<file path="src/rtl/evt_pkg.sv">
// Shared constants for the masked event interrupt unit: flag positions,
// command opcodes and reset values. Assumes an 8-bit flag space.
package evt_pkg;
    localparam int BIT_INPUT = 0;
    localparam int BIT_AUTO  = 2;
    localparam int BIT_TICK  = 3;

    localparam logic [7:0] OP_ACK    = 8'h20;
    localparam logic [7:0] OP_MASK   = 8'h21;
    localparam logic [7:0] MASK_RST  = 8'h09;
    localparam logic [7:0] INPUT_GRP = 8'h05;
endpackage

</file>
<file path="src/rtl/evt_pending.sv">
// Pending flag register and reply buffer.
// Sets flags from the tick and reply strobes, takes or rejects replies, and
// applies the acknowledge clear with set-over-clear priority.
// Assumes ack_i is already qualified (valid opcode, length, not busy).
module evt_pending import evt_pkg::*; #(
    parameter int DEPTH = 16,
    localparam int LEN_W = $clog2(DEPTH + 1)
) (
    input  logic               clk,
    input  logic               rst_n,
    input  logic               tick_i,
    input  logic               rply_vld_i,
    input  logic               rply_auto_i,
    input  logic [LEN_W-1:0]   rply_len_i,
    input  logic [DEPTH*8-1:0] rply_data_i,
    input  logic               ack_i,
    output logic [7:0]         pend_o,
    output logic [DEPTH*8-1:0] rbuf_o,
    output logic [LEN_W-1:0]   len_o
);
    logic [7:0]         pend_q;
    logic [DEPTH*8-1:0] rbuf_q;
    logic [LEN_W-1:0]   len_q;
    logic               acc_dir, acc_auto, take;
    logic [7:0]         set_v, clr_v;
    logic [LEN_W-1:0]   len_in;

    // Decide which reply is taken and build the set and clear vectors.
    always_comb begin
        acc_dir  = rply_vld_i && !rply_auto_i;
        acc_auto = rply_vld_i && rply_auto_i && !pend_q[BIT_INPUT] && (rply_len_i != '0);
        take     = acc_dir || acc_auto;
        len_in   = (rply_len_i > LEN_W'(DEPTH)) ? LEN_W'(DEPTH) : rply_len_i;
        set_v    = 8'h00;
        if (tick_i)   set_v[BIT_TICK]  = 1'b1;
        if (take)     set_v[BIT_INPUT] = 1'b1;
        if (acc_auto) set_v[BIT_AUTO]  = 1'b1;
        if (!ack_i)                 clr_v = 8'h00;
        else if (pend_q[BIT_INPUT]) clr_v = INPUT_GRP;
        else                        clr_v = 8'hFF;
    end

    // Pending register: clear first, then set, so a new event survives.
    always_ff @(posedge clk) begin
        if (!rst_n) pend_q <= 8'h00;
        else        pend_q <= (pend_q & ~clr_v) | set_v;
    end

    // Reply buffer: a new reply wins over the acknowledge drain.
    always_ff @(posedge clk) begin
        if (!rst_n) begin
            rbuf_q <= '0;
            len_q  <= '0;
        end else if (take) begin
            rbuf_q <= rply_data_i;
            len_q  <= len_in;
        end else if (ack_i && pend_q[BIT_INPUT]) begin
            len_q  <= '0;
        end
    end

    assign pend_o = pend_q;
    assign rbuf_o = rbuf_q;
    assign len_o  = len_q;


    tick_sets_chk: assert property (@(posedge clk) disable iff (!rst_n)
        tick_i |=> pend_q[BIT_TICK]);

    auto_reject_chk: assert property (@(posedge clk) disable iff (!rst_n)
        (rply_vld_i && rply_auto_i && pend_q[BIT_INPUT] && !ack_i) |=> $stable(len_q));

    ack_input_chk: assert property (@(posedge clk) disable iff (!rst_n)
        (ack_i && pend_q[BIT_INPUT] && !rply_vld_i) |=>
        (len_q == '0 && !pend_q[BIT_INPUT] && !pend_q[BIT_AUTO]));

    ack_all_clear_chk: assert property (@(posedge clk) disable iff (!rst_n)
        (ack_i && !pend_q[BIT_INPUT] && !tick_i && !rply_vld_i) |=> (pend_q == 8'h00));
endmodule

</file>
<file path="src/rtl/evt_poll_timer.sv">
// Autopoll interval timer.
// Holds the poll mask and pulses a request every POLL_CYCLES cycles while the
// mask is nonzero. Only a write that changes the mask restarts the count.
// Assumes hold_i is high while a reply is waiting to be collected.
module evt_poll_timer #(
    parameter int POLL_CYCLES = 7_500_000,
    localparam int CNT_W = (POLL_CYCLES > 1) ? $clog2(POLL_CYCLES) : 1
) (
    input  logic        clk,
    input  logic        rst_n,
    input  logic        mask_wr_i,
    input  logic [15:0] mask_i,
    input  logic        hold_i,
    output logic        poll_req_o,
    output logic [15:0] mask_o
);
    localparam logic [CNT_W-1:0] LIM = CNT_W'(POLL_CYCLES - 1);

    logic [15:0]      mask_q;
    logic [CNT_W-1:0] cnt_q;
    logic             req_q;

    // Mask update, interval count and request pulse.
    always_ff @(posedge clk) begin
        if (!rst_n) begin
            mask_q <= 16'h0000;
            cnt_q  <= '0;
            req_q  <= 1'b0;
        end else begin
            req_q <= 1'b0;
            if (mask_wr_i && mask_i != mask_q) begin
                mask_q <= mask_i;
                cnt_q  <= '0;
            end else if (mask_q != 16'h0000) begin
                if (cnt_q == LIM) begin
                    cnt_q <= '0;
                    req_q <= !hold_i;
                end else begin
                    cnt_q <= cnt_q + 1'b1;
                end
            end
        end
    end

    assign poll_req_o = req_q;
    assign mask_o     = mask_q;


    poll_stop_chk: assert property (@(posedge clk) disable iff (!rst_n)
        (mask_wr_i && mask_i == 16'h0000) |=> !poll_req_o);

    poll_hold_chk: assert property (@(posedge clk) disable iff (!rst_n)
        hold_i |=> !poll_req_o);
endmodule

</file>
<file path="src/rtl/evt_rsp_stream.sv">
// Reply stream shifter.
// Takes a snapshot of up to NBYTES bytes and a count, then emits one byte per
// cycle starting at the low byte. Assumes load_i only arrives while idle.
module evt_rsp_stream #(
    parameter int NBYTES = 17,
    localparam int CNT_W = $clog2(NBYTES + 1)
) (
    input  logic                clk,
    input  logic                rst_n,
    input  logic                load_i,
    input  logic [NBYTES*8-1:0] load_data_i,
    input  logic [CNT_W-1:0]    load_cnt_i,
    output logic                vld_o,
    output logic [7:0]          data_o,
    output logic                last_o
);
    logic [NBYTES*8-1:0] sh_q;
    logic [CNT_W-1:0]    cnt_q;

    // Load a snapshot or advance one byte per cycle.
    always_ff @(posedge clk) begin
        if (!rst_n) begin
            sh_q  <= '0;
            cnt_q <= '0;
        end else if (load_i) begin
            sh_q  <= load_data_i;
            cnt_q <= load_cnt_i;
        end else if (cnt_q != '0) begin
            sh_q  <= sh_q >> 8;
            cnt_q <= cnt_q - 1'b1;
        end
    end

    assign vld_o  = (cnt_q != '0);
    assign data_o = sh_q[7:0];
    assign last_o = (cnt_q == CNT_W'(1));


    load_idle_chk: assert property (@(posedge clk) disable iff (!rst_n)
        load_i |-> !vld_o);

    stream_end_chk: assert property (@(posedge clk) disable iff (!rst_n)
        (vld_o && last_o) |=> !vld_o);
endmodule

</file>
<file path="src/rtl/evt_irq_unit.sv">
// Masked event interrupt unit, top level.
// Decodes commands, holds the enable mask, forms the acknowledge snapshot and
// drives the active-low interrupt. Assumes single-cycle strobes on all inputs.
module evt_irq_unit import evt_pkg::*; #(
    parameter int DEPTH = 16,
    parameter int POLL_CYCLES = 7_500_000,
    localparam int LEN_W = $clog2(DEPTH + 1)
) (
    input  logic               clk,
    input  logic               rst_n,
    input  logic               tick_i,
    input  logic               rply_vld_i,
    input  logic               rply_auto_i,
    input  logic [LEN_W-1:0]   rply_len_i,
    input  logic [DEPTH*8-1:0] rply_data_i,
    input  logic               cmd_vld_i,
    input  logic [7:0]         cmd_op_i,
    input  logic [1:0]         cmd_argc_i,
    input  logic [7:0]         cmd_arg_i,
    input  logic               poll_mask_wr_i,
    input  logic [15:0]        poll_mask_i,
    output logic               irq_n_o,
    output logic               rsp_vld_o,
    output logic [7:0]         rsp_data_o,
    output logic               rsp_last_o,
    output logic               poll_req_o,
    output logic [15:0]        poll_mask_o
);
    localparam int NBYTES = DEPTH + 1;
    localparam int SCNT_W = $clog2(NBYTES + 1);

    logic [7:0]          mask_q, pend, status;
    logic [DEPTH*8-1:0]  rbuf;
    logic [LEN_W-1:0]    len;
    logic                cmd_ok, ack_acc, mask_acc;
    logic [SCNT_W-1:0]   ld_cnt;
    logic [NBYTES*8-1:0] ld_data;

    // Command qualification: correct opcode, exact length, stream idle.
    always_comb begin
        cmd_ok   = cmd_vld_i && !rsp_vld_o;
        ack_acc  = cmd_ok && cmd_op_i == OP_ACK  && cmd_argc_i == 2'd0;
        mask_acc = cmd_ok && cmd_op_i == OP_MASK && cmd_argc_i == 2'd1;
    end

    // Enable mask register.
    always_ff @(posedge clk) begin
        if (!rst_n)        mask_q <= MASK_RST;
        else if (mask_acc) mask_q <= cmd_arg_i;
    end

    // Acknowledge snapshot: reply-first priority.
    always_comb begin
        if (pend[BIT_INPUT]) begin
            status = pend & INPUT_GRP;
            ld_cnt = SCNT_W'(len) + SCNT_W'(1);
        end else begin
            status = pend;
            ld_cnt = SCNT_W'(1);
        end
        ld_data = {rbuf, status};
    end

    evt_pending #(.DEPTH(DEPTH)) u_pend (
        .clk(clk), .rst_n(rst_n), .tick_i(tick_i),
        .rply_vld_i(rply_vld_i), .rply_auto_i(rply_auto_i),
        .rply_len_i(rply_len_i), .rply_data_i(rply_data_i),
        .ack_i(ack_acc), .pend_o(pend), .rbuf_o(rbuf), .len_o(len)
    );

    evt_rsp_stream #(.NBYTES(NBYTES)) u_stream (
        .clk(clk), .rst_n(rst_n), .load_i(ack_acc),
        .load_data_i(ld_data), .load_cnt_i(ld_cnt),
        .vld_o(rsp_vld_o), .data_o(rsp_data_o), .last_o(rsp_last_o)
    );

    evt_poll_timer #(.POLL_CYCLES(POLL_CYCLES)) u_poll (
        .clk(clk), .rst_n(rst_n), .mask_wr_i(poll_mask_wr_i),
        .mask_i(poll_mask_i), .hold_i(pend[BIT_INPUT]),
        .poll_req_o(poll_req_o), .mask_o(poll_mask_o)
    );

    assign irq_n_o = ~|(pend & mask_q);


    mask_zero_quiet_chk: assert property (@(posedge clk) disable iff (!rst_n)
        (mask_acc && cmd_arg_i == 8'h00) |=> irq_n_o);

    bad_len_chk: assert property (@(posedge clk) disable iff (!rst_n)
        (cmd_vld_i && cmd_op_i == OP_MASK && cmd_argc_i != 2'd1) |=> $stable(mask_q));

    busy_ignore_chk: assert property (@(posedge clk) disable iff (!rst_n)
        (cmd_vld_i && rsp_vld_o) |=> $stable(mask_q));
endmodule

</file>
<file path="config.mk">
export PLATFORM = sky130hd
export DESIGN_NAME = evt_irq_unit
export DESIGN_NICKNAME = d
export VERILOG_FILES = /design/src/rtl/evt_pkg.sv /design/src/rtl/evt_pending.sv /design/src/rtl/evt_poll_timer.sv /design/src/rtl/evt_rsp_stream.sv /design/src/rtl/evt_irq_unit.sv
export SDC_FILE = /design/constraint.sdc
export NUM_CORES = 1
export LEC_CHECK = 0
export ABC_AREA = 1
export ABC_CLOCK_PERIOD_IN_PS = 3600
export BUFFER_PORTS_ARGS = -buffer_cell sky130_fd_sc_hd__buf_2
export CAP_MARGIN = 20
export CORE_AREA = 10 10 146 202
export DETAILED_ROUTE_END_ITERATION = 12
export DIE_AREA = 0 0 156 212
export GPL_ROUTABILITY_DRIVEN = 1
export PLACE_DENSITY = 0.76
export SYNTH_ARGS = -nofsm -noshare
export SYNTH_HDL_FRONTEND = slang
export SYNTH_SLANG_ARGS = --single-unit
export TNS_END_PERCENT = 30
</file>
<file path="constraint.sdc">
create_clock -name clk -period 3.6 [get_ports clk]
set_clock_uncertainty 0.05 [all_clocks]
set_input_delay 1.08 -clock clk [delete_from_list [all_inputs] [get_ports clk]]
set_output_delay 1.08 -clock clk [all_outputs]
set_load 0.02 [all_outputs]
</file>
==> summary.md <==
| Metric | Value |
|---|---|
| Core footprint | 25,800 um^2 |
| CTS Hold Bufs | 0 |
| Max-Cap Viols | 0 |
| Critical Path Max Stage Delay | 0.34 ns |
| TNS Setup | 0 ns |
| Status | finished clean |
| HP Class | flop to flop |
| Global-route wire length before repair | 62,500 um |
| Crit-path cells | inv_1, ha_1, nand3_4, buf_2 |
| CTS root buffer | clkbuf_16 |
| CTS tree | yes |
| CP Data Required Time | 2.47 ns |
| I/O Buffers | 201 |
| Final Hold Fails | 0 |
| Final setup viols | 0 |
| Peak Freq | 335 MHz |
| Top Ports | 202 |
| DRT iter0 DRCs | 1,156 |
| Die H | 212 um |
| Number of global-route vias before repair | 12,711 |
| Gr usage total | 22.1% |
| Clock slew at reported path FFs | 0.07 ns |
| Residual DRC | 0 |
| Worst Tran Pin Value | 1.00 ns |
| Layout Cells excl Fill | 2,362 |
| Async SR Flop Fraction | 0% |
| Crit path max fanout | 30 |
| FF-to-FF setup slack | 0.96 ns |
| Clk sinks | 330 |
| Antenna violations before repair | 1 |
| Fin crit share | 82.9% |
| Share of cells above drive strength 1 | 14.0% |
| Placed cell count | 2,304 |
| Pwr Total | 9.59 mW |
| Post-route ant nets | 0 |
| Syn Inst Count | 1,920 |
| Synthesized area | 14,000 um^2 |
| Die area | 33,100 um^2 |
| Post-CTS sizing | 0 |
| CTS buffer count | 30 |
| Die Wd | 156 um |
| Routed WL | 38,200 um |
| Top FF cell, synth | dfxtp_1 |
| Lkg Pwr | 6.30 nW |
| Largest net degree at the start of global routing | 138 |
| Max_slew headroom | 33.0% |
| Worst-Skew Late Latency | 0.54 ns |
| RePlAce Congestion | 0.879 |
| Synth top area cells | dfxtp_1 47%, nand3_1 12%, nor2_1 10% |
| Final HPWL DP | 24,700 um |
| Mean Syn Cell Area | 7.27 um^2 |
| Fillers | 2,318 |
| Area Growth Syn to Fin | 14.9% |
| Pwr dens | 598 nW/um^2 |
| R2r startpoint | u_stream.cnt_q[0] |
| Synth cell types | 35 |
| RSZ-0062 raised after global routing | no |
| Synth warn | 0 |
| Hold Crit Start | u_stream.sh_q[84] |
| Top-count cell post-synth | nor2_1 |
| Synth Register Bits | 330 |
| Maximum vdd drop | 1.12 mV |
| Initial Utilization | 54.0% |
| Worst Path Arrival | 1.86 ns |
| # rows | 70 |
| Clock Tree Buf Depth | 3 |
| Setup WS pre-CTS | 0.641 ns |
| Count of flip-flops with a built-in enable after synthesis | 0 |
| Post-layout util | 62.1% |
| Worst setup path startpoint | u_stream.cnt_q[0] |
| WP buf/inv | 2 |
| GRT overflow | 0 |
| Cell taking the most area after synthesis | dfxtp_1 |
| Worst setup margin | 0.614 ns |
| Startpoint Class | flop |
| CP max stage cell | dfxtp_1 |
| Seq/Total Area, Yosys | 47.3% |
| Top delay family on crit path | buffers and inverters |
| First drt pass iteration count | 5 |
| Worst setup EP type | primary output |
| Routed WL per cell | 16.2 um |
| Slew Viols, Final | 0 |
| Setup bufs post-CTS | 0 |
| Syn_nets | 2,099 |
| Final nets | 2,191 |
| DR vias | 13,353 |
| Top post-synthesis cells by count | 371 x nor2_1, 335 x nand3_1, 330 x dfxtp_1 |
| Post-synth top area share | 47.3% |
| Crit Path Category | flop to primary output |
| Clock period minus worst slack | 2.99 ns |
| H-tree depth | 1 |
| Via/cell ratio | 5.65 |
[final timing paths]
kind / endpoint / depth (start not counted)
worst max-delay path: rsp_vld_o / 4
worst min-delay path: u_stream.sh_q[76] / 2
worst max register to register: u_stream.sh_q[66] / 7
worst min register to register: u_stream.sh_q[76] / 2
[sequential cells by signal (all words and copies together) (netlist names), 5 cells and up]
name / cells
u_stream.sh_q: 136
mask_q: 8
u_pend.rbuf_o: 128
u_pend.pend_o: 8
u_poll.cnt_q: 23
u_stream.cnt_q: 5
u_pend.len_o: 5
u_poll.mask_o: 16
[layout make-up]
cell class / count / area [um^2] / share of cell area [%]
Tap cell: 324 / 405 / 2.53
Timing Repair Buffer: 217 / 1230 / 7.66
Clock inverter: 19 / 280 / 1.75
Sequential cell: 330 / 6610 / 41.2
Antenna cell: 2 / 5.00 / 0.0312
Clock buffer: 37 / 848 / 5.29
Inverter: 79 / 304 / 1.90
Multi-Input combinational cell: 1354 / 6360 / 39.7
[cell families (layout without fill, tap and decap cells)]
family	count (synthesis)	count (layout)	synth area share [%]
AOI/OAI and AO/OA	313	313	12.6
xor gates and xnor gates	16	16	1.00
adders and majority gates	5	5	0.448
buffers and inverters	236	352	7.32
DFF	330	330	47.3
other	0	2	0
and+or+nand+nor	1020	1020	31.3
[per-layer routing]
metal | global-route usage, % | part of all wire, % | vias up | routed length, um
met5 | 0 | 0 | - | 0
li1 | - | - | 6616 | -
met2 | 37.6 | 48 | 438 | 18400
met1 | 28.3 | 43 | 6240 | 16300
met3 | 3.78 | 6.7 | 59 | 2550
met4 | 6.04 | 2.3 | 0 | 887
[cells in the final DEF (no fill, tap or decap), types with 2 or more instances in the layout]
cell type | synthesis | layout
o21a_1 | 2 | 2
inv_1 | 76 | 75
ha_1 | 5 | 5
clkinv_2 | 0 | 4
nand2_4 | 0 | 2
nor3_1 | 3 | 3
buf_4 | 13 | 9
xor2_1 | 12 | 12
clkinvlp_4 | 0 | 5
nor2_1 | 371 | 370
inv_4 | 0 | 3
nand4_1 | 18 | 18
nand3_1 | 335 | 335
clkbuf_8 | 0 | 5
nor2_4 | 0 | 2
a22o_1 | 2 | 2
a31oi_1 | 127 | 127
nand3_4 | 1 | 2
diode_2 | 0 | 2
dfxtp_1 | 330 | 330
a221oi_1 | 2 | 2
o21ai_0 | 135 | 135
buf_2 | 58 | 200
clkinv_4 | 0 | 3
o21bai_1 | 2 | 2
clkbuf_16 | 0 | 31
nand2_1 | 281 | 280
xnor2_1 | 4 | 4
bufinv_16 | 0 | 6
buf_12 | 0 | 8
a21oi_1 | 41 | 41
nand3b_1 | 3 | 3
[where the power goes]
| part | switching, mW | internal (mW) |
|---|---|---|
| clock network | 1.42 | 2.12 |
| logic | 1.65 | 0.464 |
| registers | 0.113 | 3.83 |
[stage by stage]
step	hold WS (ns)	area (um^2)
floorplan	0.392	14000
global placement	0.413	14900
detailed placement	0.414	14900
CTS	0.429	16000
global route	0.448	16000
finish	0.427	16000
[worst min-delay path: stages (launching register included)]
cell     delay [ns]
dfxtp_1        0.31
nand2_1        0.06
a31oi_1        0.07
No activity file was read; power rests on OpenSTA's default activity.
